<file path="config.mk">
export PLATFORM = sky130hd
export DESIGN_NAME = rx_addr_filter
export DESIGN_NICKNAME = d
export VERILOG_FILES = /design/src/rtl/addr_filt_pkg.sv /design/src/rtl/addr_filt_regs.sv /design/src/rtl/addr_filt_crc.sv /design/src/rtl/addr_filt_decide.sv /design/src/rtl/rx_addr_filter.sv
export SDC_FILE = /design/constraint.sdc
export NUM_CORES = 1
export LEC_CHECK = 0
export ABC_AREA = 0
export BUFFER_PORTS_ARGS = -buffer_cell sky130_fd_sc_hd__buf_2
export CAP_MARGIN = 15
export CORE_MARGIN = 5
export CORE_UTILIZATION = 45
export CTS_BUF_LIST = sky130_fd_sc_hd__clkbuf_4
export CTS_CLUSTER_DIAMETER = 100
export DETAILED_ROUTE_END_ITERATION = 7
export GPL_TIMING_DRIVEN = 0
export PLACE_DENSITY = 0.72
export SLEW_MARGIN = 20
export SYNTH_ARGS = -nofsm -noshare
export SYNTH_HDL_FRONTEND = slang
export SYNTH_SLANG_ARGS = --single-unit
</file>
<file path="constraint.sdc">
create_clock -name clk -period 2.8 [get_ports clk]
set_input_delay 0.28 -clock clk [delete_from_list [all_inputs] [get_ports clk]]
set_output_delay 0.28 -clock clk [all_outputs]
set_load 0.01 [all_outputs]
</file>
<file path="src/rtl/addr_filt_pkg.sv">
package addr_filt_pkg;

    localparam int          DA_W       = 48;
    localparam int          CRC_W      = 32;
    localparam logic [31:0] CRC_POLY_R = 32'hEDB88320;

    typedef enum logic [1:0] {
        ENG_IDLE,
        ENG_SHIFT,
        ENG_FINAL
    } eng_state_t;

    // control word at the control offset: bit0 hash enable, bit1 promiscuous
    typedef struct packed {
        logic promisc;
        logic hash_en;
    } ctrl_t;

    // handoff from the CRC engine to the decision stage
    typedef struct packed {
        logic             valid;
        logic [CRC_W-1:0] crc;
        logic [DA_W-1:0]  da;
    } hash_req_t;

    // one byte of the reflected CRC, least significant bit first
    function automatic logic [CRC_W-1:0] crc_step_byte(input logic [CRC_W-1:0] c,
                                                        input logic [7:0] b);
        logic [CRC_W-1:0] r;
        r = c ^ {{(CRC_W-8){1'b0}}, b};
        for (int k = 0; k < 8; k++) begin
            r = r[0] ? ((r >> 1) ^ CRC_POLY_R) : (r >> 1);
        end
        return r;
    endfunction

endpackage

</file>
<file path="src/rtl/addr_filt_regs.sv">
module addr_filt_regs
    import addr_filt_pkg::*;
#(
    parameter int HASH_WORDS = 16,
    parameter int WORD_W     = 16,
    parameter int CFG_AW     = 5
) (
    input  logic                         clk,
    input  logic                         rst,
    input  logic                         cfg_we,
    input  logic [CFG_AW-1:0]            cfg_addr,
    input  logic [WORD_W-1:0]            cfg_wdata,
    output logic [HASH_WORDS*WORD_W-1:0] tbl_flat,
    output logic [DA_W-1:0]              station,
    output ctrl_t                        ctrl
);
    localparam int STA_WORDS = DA_W / WORD_W;
    localparam int STA_BASE  = HASH_WORDS;
    localparam int CTRL_OFF  = HASH_WORDS + STA_WORDS;

    logic [WORD_W-1:0] tbl_q [HASH_WORDS];
    logic [WORD_W-1:0] sta_q [STA_WORDS];
    ctrl_t             ctrl_q;

    for (genvar g = 0; g < HASH_WORDS; g++) begin : g_tbl
        always_ff @(posedge clk) begin
            if (rst)
                tbl_q[g] <= '0;
            else if (cfg_we && cfg_addr == CFG_AW'(g))
                tbl_q[g] <= cfg_wdata;
        end
        assign tbl_flat[g*WORD_W +: WORD_W] = tbl_q[g];
    end

    // word 0 carries the last bytes, so it sits lowest in the station vector
    for (genvar s = 0; s < STA_WORDS; s++) begin : g_sta
        always_ff @(posedge clk) begin
            if (rst)
                sta_q[s] <= '0;
            else if (cfg_we && cfg_addr == CFG_AW'(STA_BASE + s))
                sta_q[s] <= cfg_wdata;
        end
        assign station[s*WORD_W +: WORD_W] = sta_q[s];
    end

    always_ff @(posedge clk) begin
        if (rst)
            ctrl_q <= '0;
        else if (cfg_we && cfg_addr == CFG_AW'(CTRL_OFF))
            ctrl_q <= ctrl_t'(cfg_wdata[1:0]);
    end

    assign ctrl = ctrl_q;

endmodule

</file>
<file path="src/rtl/addr_filt_crc.sv">
module addr_filt_crc
    import addr_filt_pkg::*;
(
    input  logic            clk,
    input  logic            rst,
    input  logic            da_valid,
    input  logic [DA_W-1:0] da,
    output logic            start,
    output hash_req_t       req
);
    localparam int NBYTES = DA_W / 8;
    localparam int CNT_W  = $clog2(NBYTES + 1);

    eng_state_t       state_q;
    logic [CNT_W-1:0] cnt_q;
    logic [CRC_W-1:0] crc_q;
    logic [DA_W-1:0]  da_q;
    logic [DA_W-1:0]  sh_q;

    assign start = da_valid && (state_q == ENG_IDLE);

    always_ff @(posedge clk) begin
        if (rst) begin
            state_q <= ENG_IDLE;
            cnt_q   <= '0;
            crc_q   <= '1;
            da_q    <= '0;
            sh_q    <= '0;
        end else begin
            case (state_q)
                ENG_IDLE: begin
                    if (start) begin
                        state_q <= ENG_SHIFT;
                        cnt_q   <= '0;
                        crc_q   <= '1;
                        da_q    <= da;
                        sh_q    <= da;
                    end
                end
                ENG_SHIFT: begin
                    crc_q <= crc_step_byte(crc_q, sh_q[DA_W-1 -: 8]);
                    sh_q  <= sh_q << 8;
                    cnt_q <= cnt_q + 1'b1;
                    if (cnt_q == CNT_W'(NBYTES - 1))
                        state_q <= ENG_FINAL;
                end
                ENG_FINAL: begin
                    state_q <= ENG_IDLE;
                end
                default: state_q <= ENG_IDLE;
            endcase
        end
    end

    always_comb begin
        req.valid = (state_q == ENG_FINAL);
        req.crc   = crc_q;
        req.da    = da_q;
    end

endmodule

</file>
<file path="src/rtl/addr_filt_decide.sv">
module addr_filt_decide
    import addr_filt_pkg::*;
#(
    parameter int HASH_WORDS = 16,
    parameter int WORD_W     = 16
) (
    input  logic                         clk,
    input  logic                         rst,
    input  hash_req_t                    req,
    input  logic [HASH_WORDS*WORD_W-1:0] tbl_flat,
    input  logic [DA_W-1:0]              station,
    input  ctrl_t                        ctrl,
    output logic                         dec_valid,
    output logic                         dec_accept
);
    localparam int WSEL_W = $clog2(HASH_WORDS);
    localparam int BSEL_W = $clog2(WORD_W);
    localparam int IDX_W  = WSEL_W + BSEL_W;

    logic [IDX_W-1:0]  idx;
    logic [WSEL_W-1:0] wsel;
    logic [BSEL_W-1:0] bsel;
    logic [WORD_W-1:0] word;
    logic              is_group, is_bcast, uc_hit, hash_hit, acc_c;

    always_comb begin
        idx      = req.crc[CRC_W-1 -: IDX_W];
        wsel     = idx[IDX_W-1 -: WSEL_W];
        bsel     = idx[BSEL_W-1:0];
        word     = tbl_flat[wsel*WORD_W +: WORD_W];
        is_group = req.da[DA_W-8];
        is_bcast = &req.da;
        uc_hit   = !is_group && (req.da == station);
        hash_hit = is_group && ctrl.hash_en && word[bsel];
        acc_c    = ctrl.promisc || is_bcast || uc_hit || hash_hit;
    end

    always_ff @(posedge clk) begin
        if (rst) begin
            dec_valid  <= 1'b0;
            dec_accept <= 1'b0;
        end else begin
            dec_valid  <= req.valid;
            dec_accept <= req.valid && acc_c;
        end
    end

endmodule

</file>
<file path="src/rtl/rx_addr_filter.sv">
module rx_addr_filter
    import addr_filt_pkg::*;
#(
    parameter int HASH_WORDS = 16,
    parameter int WORD_W     = 16,
    localparam int CFG_AW    = $clog2(HASH_WORDS + DA_W / WORD_W + 1)
) (
    input  logic              clk,
    input  logic              rst,
    input  logic              cfg_we,
    input  logic [CFG_AW-1:0] cfg_addr,
    input  logic [WORD_W-1:0] cfg_wdata,
    input  logic              da_valid,
    input  logic [DA_W-1:0]   da,
    output logic              dec_valid,
    output logic              dec_accept
);
    logic [HASH_WORDS*WORD_W-1:0] tbl_w;
    logic [DA_W-1:0]              station_w;
    ctrl_t                        ctrl_w;
    logic                         eng_start;
    hash_req_t                    hreq;

    addr_filt_regs #(
        .HASH_WORDS(HASH_WORDS),
        .WORD_W    (WORD_W),
        .CFG_AW    (CFG_AW)
    ) u_regs (
        .clk      (clk),
        .rst      (rst),
        .cfg_we   (cfg_we),
        .cfg_addr (cfg_addr),
        .cfg_wdata(cfg_wdata),
        .tbl_flat (tbl_w),
        .station  (station_w),
        .ctrl     (ctrl_w)
    );

    addr_filt_crc u_crc (
        .clk     (clk),
        .rst     (rst),
        .da_valid(da_valid),
        .da      (da),
        .start   (eng_start),
        .req     (hreq)
    );

    addr_filt_decide #(
        .HASH_WORDS(HASH_WORDS),
        .WORD_W    (WORD_W)
    ) u_decide (
        .clk       (clk),
        .rst       (rst),
        .req       (hreq),
        .tbl_flat  (tbl_w),
        .station   (station_w),
        .ctrl      (ctrl_w),
        .dec_valid (dec_valid),
        .dec_accept(dec_accept)
    );

endmodule

</file>
# Word level (Yosys, flattened, before mapping)
# Memories as Yosys holds them, arrays and structs flattened.
# Index checks and enable logic that the tools add are counted.
dict set report totals {
  reg_bits 137
  latch_bits 0
  ramBits 304
  mem_bits_ro 0
  inputBits 73
  wordCells 200
  mem_count 2
}
# name words width rd rd_ports_with_merged_regs write_ports line
set memory_table {}
lappend memory_table {u_regs.tbl_q 16 16 16 0 16 addr_filt_regs.sv:21} ;# logic [WORD_W-1:0] tbl_q [HASH_WORDS];
lappend memory_table {u_regs.sta_q 3 16 3 0 3 addr_filt_regs.sv:22} ;# logic [WORD_W-1:0] sta_q [STA_WORDS];
dict set report classes {
  n_addsub 1
  mul 0
  div_mod_pow 0
  order_cmp 1
  n_eq_ne 25
  shift 1
  mux 97
  n_bitwise 28
  n_reduce_logical 36
}
# operator count
set ops {}
lappend ops {{16-bit 2-to-1 mux} 19}
lappend ops {{32-bit 2-to-1 mux} 9}
lappend ops {{256-bit by 9-bit variable part select with 16-bit output} 1}
lappend ops {{13-bit inverter with 14-bit output} 8}
lappend ops {{48-bit case mux with 2 select lines} 1}
lappend ops {{32-bit case mux with 2 select lines} 1}
lappend ops {{1-bit 2-to-1 mux} 60}
lappend ops {{48-bit equality test} 1}
lappend ops {{48-bit 2-to-1 mux} 1}
lappend ops {{48-bit AND reduction} 1}
lappend ops {{5-bit by 4-bit equality test with 1-bit output (second input constant)} 8}
lappend ops {{32-bit by 8-bit XOR with 32-bit output} 1}
lappend ops {{1-bit logical AND} 25}
lappend ops {{5-bit by 3-bit equality test with 1-bit output (second input constant)} 4}
lappend ops {{5-bit equality test (second input constant)} 4}
lappend ops {{1-bit OR} 19}
lappend ops {{5-bit by 2-bit equality test with 1-bit output (second input constant)} 2}
lappend ops {{3-bit case mux with 2 select lines} 1}
lappend ops {{2-bit AND reduction} 3}
lappend ops {{5-bit by 1-bit equality test with 1-bit output (second input constant)} 1}
lappend ops {{5-bit logical NOT} 1}
lappend ops {{4-bit by 5-bit < comparator with 1-bit output (second input constant)} 1}
lappend ops {{1-bit binary-select mux with 4-bit select} 1}
lappend ops {{2-bit 2-to-1 mux} 2}
lappend ops {{other kinds (12)} 14}

# Logic depth before layout (Yosys ltp)
# Gate-level depths: netlist of the first run.
dict set report depth {
  depth_word 18
  mapped_depth 10
  mapped_depth_nobuf 7
}

# Cells and area by module
# A second synthesis of the first run with hierarchy kept.
dict set report unflattened {
  cells_unflattened 1790
  area_unflattened_um2 20179.4
}
# module n_inst cells_per_inst area_each_um2 seq_area_each_um2
set modules_own_cells {}
lappend modules_own_cells {addr_filt_regs 1 762 11207.0 9168.8}
lappend modules_own_cells {addr_filt_crc 1 716 5967.0 2662.6}
lappend modules_own_cells {addr_filt_decide 1 312 3005.4 40.0}

# Worst setup path after synthesis of the first run
# No wires, ideal clock.
dict set report synth_timing {
  path_kind {reg2reg}
  startpoint {register u_crc.crc_q[28]}
  endpoint {register u_decide.dec_accept}
  setup_time_ns 0.119
  arrival_ns 1.898
  slack_ns 0.783
  path_stages_with_launch 10
  n_path_buf 3
  synth_period_minus_slack_ns 2.017
  path_cell_list {dfxtp_1 buf_6 buf_12 buf_12 mux4_1 a221oi_1 o21ai_0 nand4_1 a211o_1 nand3_1}
}
dict set report synth_between {
  elab_chain_cells 6
}
# item line
set synth_lines {}
lappend synth_lines {{from (decl)} addr_filt_crc.sv:16} ;# logic [CRC_W-1:0] crc_q;
lappend synth_lines {{from (signal assigned)} addr_filt_crc.sv:41} ;# crc_q <= crc_step_byte(crc_q, sh_q[DA_W-1 -: 8]);
lappend synth_lines {{256-bit by 9-bit variable part select with 16-bit output} addr_filt_decide.sv:30} ;# word = tbl_flat[wsel*WORD_W +: WORD_W];
lappend synth_lines {{1-bit binary-select mux with 4-bit select} addr_filt_decide.sv:34} ;# hash_hit = is_group && ctrl.hash_en && word[bsel];
lappend synth_lines {{1-bit 2-to-1 mux (implied by the code)} addr_filt_decide.sv:34}
lappend synth_lines {{1-bit logical AND} addr_filt_decide.sv:34}
lappend synth_lines {{1-bit logical OR} addr_filt_decide.sv:35} ;# acc_c = ctrl.promisc || is_bcast || uc_hit || hash_hit;
lappend synth_lines {{1-bit logical AND} addr_filt_decide.sv:44} ;# dec_accept <= req.valid && acc_c;
lappend synth_lines {{to (signal assigned)} addr_filt_decide.sv:44}
lappend synth_lines {{to (decl)} addr_filt_decide.sv:14} ;# output logic dec_accept
# No other way between the ends. The select of a mux whose other input is x is not followed.
# A chain may end at the register's enable or synchronous reset.

# Worst setup path after layout of the first run
# Ends and elaborated chain as after synthesis.

==> results.ini, run 1 <==
[timing]
worst_slack_ns = -0.0155
slew_headroom_pct = 32.6
hold_viol = 0
period_needed_ns = 2.82
setup_viol = 1
drv_slew = 0
tightest_slew_ns = 1.00
fmax_mhz = 355
rsz0062_at_grt = false
post-route-period-util_pct = 101
finalClockSkew_ns = 0.0366

[critical_path]
critPathArrivalTime_ns = 3.53
path_delay_family = buffers and inverters
cp-end-kind = flop
cp.depth = 9
worst_path_largest_cell_delay_ns = 0.63
crit_fanout = 10
path_class = reg -> reg
path_cells = buf_6 -> buf_12 -> buf_12 -> mux4_1 -> a221oi_1 -> o21ai_0 -> nand4_1 -> a211o_1 -> nand3_1
cp_num_buf_inv = 3
cpMaxStageDelayCell = mux4_1
critPathLaunchType = flop
cp.required_ns = 3.51
crit_path_frequent_cell = buf_12
reg2regPathDepth = 9

[yosys]
synthFlopType = edfxtp_1
synth_nets = 1757
synthDistinctLibCells = 57
ys_top_cells_by_area = edfxtp_1 (45%), dfxtp_1 (14%), and2_1 (9.5%)
syn_avg_cell_area_um2 = 11.9
ys_warn_count = 0
yosysTopAreaCellShare_pct = 45.5
ys_ff_latch = 441
synth_area_um2 = 20100
yosys.area.top_type = edfxtp_1
synthArstFlopShare_pct = 0
ys_seq_area_share_pct = 59.1
synthCells = 1682
yosysMostFrequentCell = and2_1
synth_common_cells = and2_1 (306), edfxtp_1 (304), nand2_1 (206), dfxtp_1 (137), a21oi_1 (91)
synth_edf_count = 304

[power]
peakVddDrop_mv = 0.513
sw_frac_of_total_pct = 28.5
seq_power_share_pct = 46.9
intPower_w = 0.0116
p_leak_nw = 8.67
comb_power_share_pct = 18.4
clockPowerShare_pct = 34.7
p_total_w = 0.0162
p_per_area_nw_per_um2 = 695
switchingPower_w = 0.00463

[global_routing]
grt_pass1_vias = 14700
grt_usage_pct = 23.3
grt_first_pass_wirelength_um = 87700
antenna_found_initial = 3
grt_max_degree = 17
grt-ovfl-total = 0

[placement]
dpl_cell_area_um2 = 21200
dpl.hpwl_um = 40700
gp_congestion = 0.937
port_buffers = 71

[route]
drc_errors = 0
ant_nets = 0
wl_per_cell_um = 22.3
drt-total-wl_um = 58300
drt_iter0_drc = 1497
viasPerCell = 5.58
vias = 14600
first_pass_iters = 5

[clocking]
htreeDepth = 3
clock_sinks = 441
tritoncts = done
cts_buffer_depth = 3
cts.clk_slew.worst_paths_ns = 0.07
insertion_delay_ns = 0.88
clockRootBuffer = clkbuf_4
numCtsBuffers = 111

[floorplanning]
start_util_pct = 45.5
core_area_um2 = 44100
num_rows = 77
ios = 75
die-area_um2 = 48900
die_w_um = 221
die_height_um = 221

[outcome]
violations = negative setup slack
outcome = complete, but fails checks

[flow_run]
maxCapViolations = 0

[cells_and_area]
nets = 2011
areaGrowthSynthToFinish_pct = 16.4
fin_area_um2 = 23400
drive_gt1_share_pct = 16.0

[min_path]
min_path_type = in -> reg
min_path_cells = 5

==> through the flow <==
step | worst slack (ns) | hold WS [ns] | cells | setup TNS (ns) | utilization (%)
2_1_floorplan | 0.783 | 0.437 | 1682 | 0 | -
3_3_place_gp | -0.530 | 0.442 | 2345 | -65.67 | 48.0
3_5_place_dp | -0.429 | 0.450 | 2349 | -46.51 | 48.1
4_1_cts | 0.0780 | 0.0116 | 2607 | 0 | 52.9
5_1_grt | 0.0154 | 0.0323 | 2613 | 0 | 52.9
6_report | -0.0155 | 0.0713 | 2615 | -0.0155 | 52.9
==> flip-flops by register name (all words and copies together) (netlist names), 2 cells and up <==
| name | flops |
|---|---|
| u_regs.sta_q | 48 |
| u_regs.ctrl | 2 |
| u_crc.sh_q | 48 |
| u_crc.cnt_q | 3 |
| u_crc.da_q | 48 |
| u_crc.state_q | 2 |
| u_crc.crc_q | 32 |
| u_regs.tbl_q | 256 |
==> worst register-to-register path: cells and delay by family (launching register included) <==
family                 cells  cell delay [ns]
AOI/OAI and AO/OA          3             0.59
buffers and inverters      3             0.65
DFF                        1             0.51
muxes                      1             0.64
and+or+nand+nor            2             0.30
==> final cells by class <==
| class | count | area [um2] |
|---|---|---|
| Buffer | 114 | 548 |
| Antenna cell | 8 | 20.0 |
| Clock inverter | 27 | 199 |
| Inverter | 10 | 37.5 |
| Multi-Input combinational cell | 1117 | 7630 |
| Timing Repair Buffer | 141 | 1060 |
| Clock buffer | 165 | 1240 |
| Tap cell | 592 | 741 |
| Fill cell | 3836 | 20800 |
| Sequential cell | 441 | 11900 |
==> path summary, 6_finish.rpt <==
check	startpoint	to	slack, ns
setup / recovery	u_crc.crc_q[28]	u_decide.dec_accept	-0.02
hold / removal	cfg_we	u_regs.ctrl[1]	0.07
setup reg to reg	u_crc.crc_q[28]	u_decide.dec_accept	-0.02
hold reg to reg	u_crc.sh_q[1]	u_crc.sh_q[1]	0.46
==> logic make-up after synthesis <==
family                     share of synthesized area, %
and+or+nand+nor                                    18.2
xor gates and xnor gates                           5.44
buffers and inverters                              2.90
DFF                                                59.1
AOI/OAI and AO/OA                                  6.50
muxes                                              7.71
adders and majority gates                         0.125
==> power by group through the flow <==
stage	registers, W	clock network, W	logic (W)
after detailed placement	0.00774	0	0.00286
after global placement	0.00772	0	0.00282
after CTS	0.00761	0.00570	0.00295
after global routing	0.00764	0.00610	0.00317
after floorplan	0.00765	0	0.00205
final	0.00761	0.00563	0.00299
==> what timing repair did <==
action / in CTS / in global routing
resized for setup: 0 / 3
hold buffers: 66 / 0
endpoints found under the hold margin: 230 / 0
setup endpoints to repair: 0 / 1
buffers inserted: 0 / 0
==> routing by layer <==
metal  wire length [um]  vias up  global-route usage (%)
met4               1680        0                    8.36
met5                  0        -                       0
met3               5020      126                    4.93
met1              24100     7160                    31.3
met2              27600      752                    37.7
li1                   -     6544                       -
==> cells in the final DEF, fill, tap and decap left out, drive strengths merged, types with 8 or more instances in the layout <==
cell type and instances:
o221ai 15, nand4 27, buf 99, xnor2 97, and2 306, or2 21
xor2 17, a21o 15, o22ai 10, clkinv 22, diode 8, dfxtp 137
nor3 34, mux2i 39, a21oi 91, clkbuf 255, dlygate4sd3 66, nor2 68
o21bai 8, nand2 206, o21ai 18, edfxtp 304, inv 12, a31oi 42
nand3 10, mux4 46
(Power assumes the default switching activity.)
==> run 2: changes to the inputs <==
--- a/config.mk
+++ b/config.mk
@@ -8,14 +8,17 @@
 export ABC_AREA = 0
 export BUFFER_PORTS_ARGS = -buffer_cell sky130_fd_sc_hd__buf_2
 export CAP_MARGIN = 15
+export CELL_PAD_IN_SITES_DETAIL_PLACEMENT = 0
+export CELL_PAD_IN_SITES_GLOBAL_PLACEMENT = 1
 export CORE_MARGIN = 5
 export CORE_UTILIZATION = 45
 export CTS_BUF_LIST = sky130_fd_sc_hd__clkbuf_4
 export CTS_CLUSTER_DIAMETER = 100
 export DETAILED_ROUTE_END_ITERATION = 7
 export GPL_TIMING_DRIVEN = 0
-export PLACE_DENSITY = 0.72
-export SLEW_MARGIN = 20
+export PLACE_DENSITY = 0.84
+export SLEW_MARGIN = 25
 export SYNTH_ARGS = -nofsm -noshare
 export SYNTH_HDL_FRONTEND = slang
+export SYNTH_HIERARCHICAL = 1
 export SYNTH_SLANG_ARGS = --single-unit
==> run 2 against run 1 <==
  * The run now ends clean
  * Critical path depth is 3 lower
  * Synthesized cell count is 6.4% higher
  * Worst setup slack gained 0.12 ns
  * Non-clock buffer count is 9 higher
  * Die area up 0.52%
  * Core utilization decreased by 0.064 points
  * Highest routed layer is now met5
==> results.ini, run 2 <==
[floorplanning]
die_height_um = 222  ; +0.26%
core_area_um2 = 44300  ; +0.44%
die-area_um2 = 49200  ; +0.52%
die_w_um = 222  ; +0.26%
num_rows = 77  ; unchanged
start_util_pct = 45.5  ; +0.048 points
ios = 75  ; unchanged

[critical_path]
path_delay_family = simple AND/OR/NAND/NOR gates
crit_path_frequent_cell = nor2b_1
crit_fanout = 19  ; +9
cp.required_ns = 3.52  ; about the same
worst_path_largest_cell_delay_ns = 0.55  ; -0.08 ns
cp.depth = 6  ; -3
path_class = reg -> reg
cp-end-kind = flop
cp_num_buf_inv = 1  ; -2
reg2regPathDepth = 6  ; -3
critPathLaunchType = flop
path_cells = buf_2 -> nor2b_1 -> nor2b_1 -> nand4_1 -> or4_1 -> o311ai_2
crit_start = u_crc/state_q[1]
r2r-start = u_crc/state_q[1]
critPathArrivalTime_ns = 3.41  ; -0.12 ns
cpMaxStageDelayCell = or4_1

[global_routing]
grt_usage_pct = 26.7  ; +3.4 points
antenna_found_initial = 3  ; unchanged
grt-ovfl-total = 0  ; unchanged
grt_first_pass_wirelength_um = 99200  ; +13%
grt_max_degree = 20  ; +3
grt_pass1_vias = 15900  ; +8.0%

[route]
drt_iter0_drc = 2350  ; +57%
wl_per_cell_um = 24.8  ; +11%
first_pass_iters = 6  ; +1
viasPerCell = 5.91  ; +5.9%
vias = 16000  ; +10%
drt-total-wl_um = 67400  ; +16%
ant_nets = 0  ; unchanged
drc_errors = 0  ; unchanged

[power]
p_leak_nw = 8.60  ; -0.87%
peakVddDrop_mv = 0.496  ; -3.2%
p_per_area_nw_per_um2 = 772  ; +11%

[placement]
gp_congestion = 0.924  ; -1.5%
port_buffers = 72  ; +1.4%
dpl.hpwl_um = 45200  ; +11%

[cells_and_area]
areaGrowthSynthToFinish_pct = 16.1
largest_reg_flops = 256  ; unchanged
drive_gt1_share_pct = 18.6  ; +2.6 points
nets = 2119  ; +5.4%
mostFrequentLayoutCells = nor2_1 (365), edfxtp_1 (304), nand2_1 (199), clkbuf_4 (152), a21oi_1 (144)
post-route-util_pct = 52.9  ; -0.064 points
top_register = u_regs/tbl_q
nFillCells = 3957  ; +3.2%
layout_commonest_cell = nor2_1

[yosys]
ys_ff_latch = 441  ; unchanged
synthCells = 1790  ; +6.4%
synth_area_um2 = 20200  ; +0.54%
synth_nets = 1865  ; +6.1%
syn_avg_cell_area_um2 = 11.3  ; -5.5%
synth_edf_count = 304  ; unchanged
synthArstFlopShare_pct = 0  ; unchanged
synthDistinctLibCells = 74  ; +30%
synthFlopType = edfxtp_1
yosysTopAreaCellShare_pct = 45.2  ; -0.25 points
ys_top_cells_by_area = edfxtp_1 (45%), dfxtp_1 (14%), nor2_1 (6.8%)
yosysMostFrequentCell = nor2_1
synth_common_cells = nor2_1 (365), edfxtp_1 (304), nand2_1 (200), a21oi_1 (146), dfxtp_1 (137)
yosys.area.top_type = edfxtp_1
ys_warn_count = 6  ; +6
ys_seq_area_share_pct = 58.8  ; -0.32 points

[timing]
fmax_mhz = 371  ; +4.4%
period_needed_ns = 2.70  ; -0.118 ns
tightest_slew_ns = 1.22  ; +0.214 ns
slew_headroom_pct = 18.9  ; -14 points
setup_tns_ns = 0  ; +0.0155 ns
rsz0062_at_grt = false
hold_viol = 0  ; unchanged
drv_slew = 0  ; unchanged
setup_viol = 0  ; -1
post-route-period-util_pct = 96.3  ; -4.2 points
finalClockSkew_ns = 0.0423  ; +0.00572 ns

[min_path]
min_path_cells = 5  ; unchanged
hp-start = da_valid
min_path_type = in -> reg

[clocking]
cts.clk_slew.worst_paths_ns = 0.07  ; about the same
clock_sinks = 441  ; unchanged
htreeDepth = 3  ; unchanged
tritoncts = done
numCtsBuffers = 109  ; -1.8%
cts_buffer_depth = 3  ; unchanged
clockRootBuffer = clkbuf_4
insertion_delay_ns = 0.88  ; about the same

[flow_run]
maxCapViolations = 0  ; unchanged

[outcome]
outcome = finished clean

run 2: cell types whose count changed in the layout (fill, tap and decap cells not counted), sizes merged, moves of 28 or more:
| cell | change |
|---|---|
| nor3 | -28 |
| buf | +31 |
| a21oi | +55 |
| a31oi | -39 |
| inv | +42 |
| and2 | -273 |
| o221a | +32 |
| nor2 | +297 |
| clkbuf | -46 |
run 2: metrics by stage:
| step | power (W) | area, um2 | hold WS (ns) | std cells | worst slack (ns) |
|---|---|---|---|---|---|
| finish | 0.0181 | 23400 | 0.101 | 2717 | 0.103 |
| global route | 0.0189 | 23400 | 0.0806 | 2717 | 0.00926 |
| CTS | 0.0181 | 23400 | 0.0140 | 2716 | 0.00861 |
| floorplan | 0.0113 | 20200 | 0.385 | 1790 | 0.538 |
| detailed placement | 0.0127 | 21300 | 0.439 | 2454 | -0.312 |
| global placement | 0.0126 | 21300 | 0.437 | 2454 | -0.301 |
run 2: per-layer routing:
metal | share of wire [%] | vias to the layer above | global-route usage [%]
met5 | 0.016 | - | 0
met4 | 5.7 | 2 | 13.7
met3 | 11 | 259 | 6.83
met2 | 46 | 1138 | 42.3
met1 | 37 | 7704 | 34.2
li1 | - | 6941 | -
run 2: kinds of logic (layout without fill, tap and decap cells):
group / count (synthesis) / in the layout / synth area share (%)
compound gates: 278 / 278 / 9.24
xor+xnor: 102 / 102 / 5.43
fa+ha+maj: 2 / 2 / 0.124
buf+inv: 173 / 507 / 3.78
flops: 441 / 441 / 58.8
mux: 86 / 86 / 7.45
other cells: 0 / 1 / 0
simple gates: 708 / 708 / 15.1
run 2: repair_timing:
item	in CTS	in global routing
hold buffers	73	0
hold endpoints to repair	386	0
setup buffers	0	0
resized for setup	14	16
setup endpoints to repair	1	1
run 2: cell type report:
class | instances | area, um2 | area share (%)
Antenna cell | 1 | 2.50 | 0.0107
Timing Repair Buffer | 145 | 1090 | 4.66
Clock buffer | 148 | 1110 | 4.74
Sequential cell | 441 | 11900 | 50.7
Multi-Input combinational cell | 1176 | 7570 | 32.3
Buffer | 119 | 613 | 2.62
Inverter | 52 | 195 | 0.833
Tap cell | 592 | 741 | 3.16
Clock inverter | 43 | 231 | 0.988
run 2: power breakdown:
group | switching, W | internal (W) | total (W)
clock | 0.00264 | 0.00263 | 0.00527
combinational | 0.00279 | 0.00217 | 0.00495
sequential | 0.000386 | 0.00748 | 0.00786
run 2: worst paths after layout:
check                         to  slack [ns]
max          u_decide/dec_accept        0.10
min               u_crc/cnt_q[0]        0.10
min reg2reg       u_crc/sh_q[29]        0.45
max reg2reg  u_decide/dec_accept        0.10
run 2: worst reg2reg max path, cell delays in order, from the launching register on:
cell	delay (ns)
dfxtp_1	0.45
buf_2	0.40
nor2b_1	0.17
nor2b_1	0.41
nand4_1	0.26
or4_1	0.55
o311ai_2	0.34
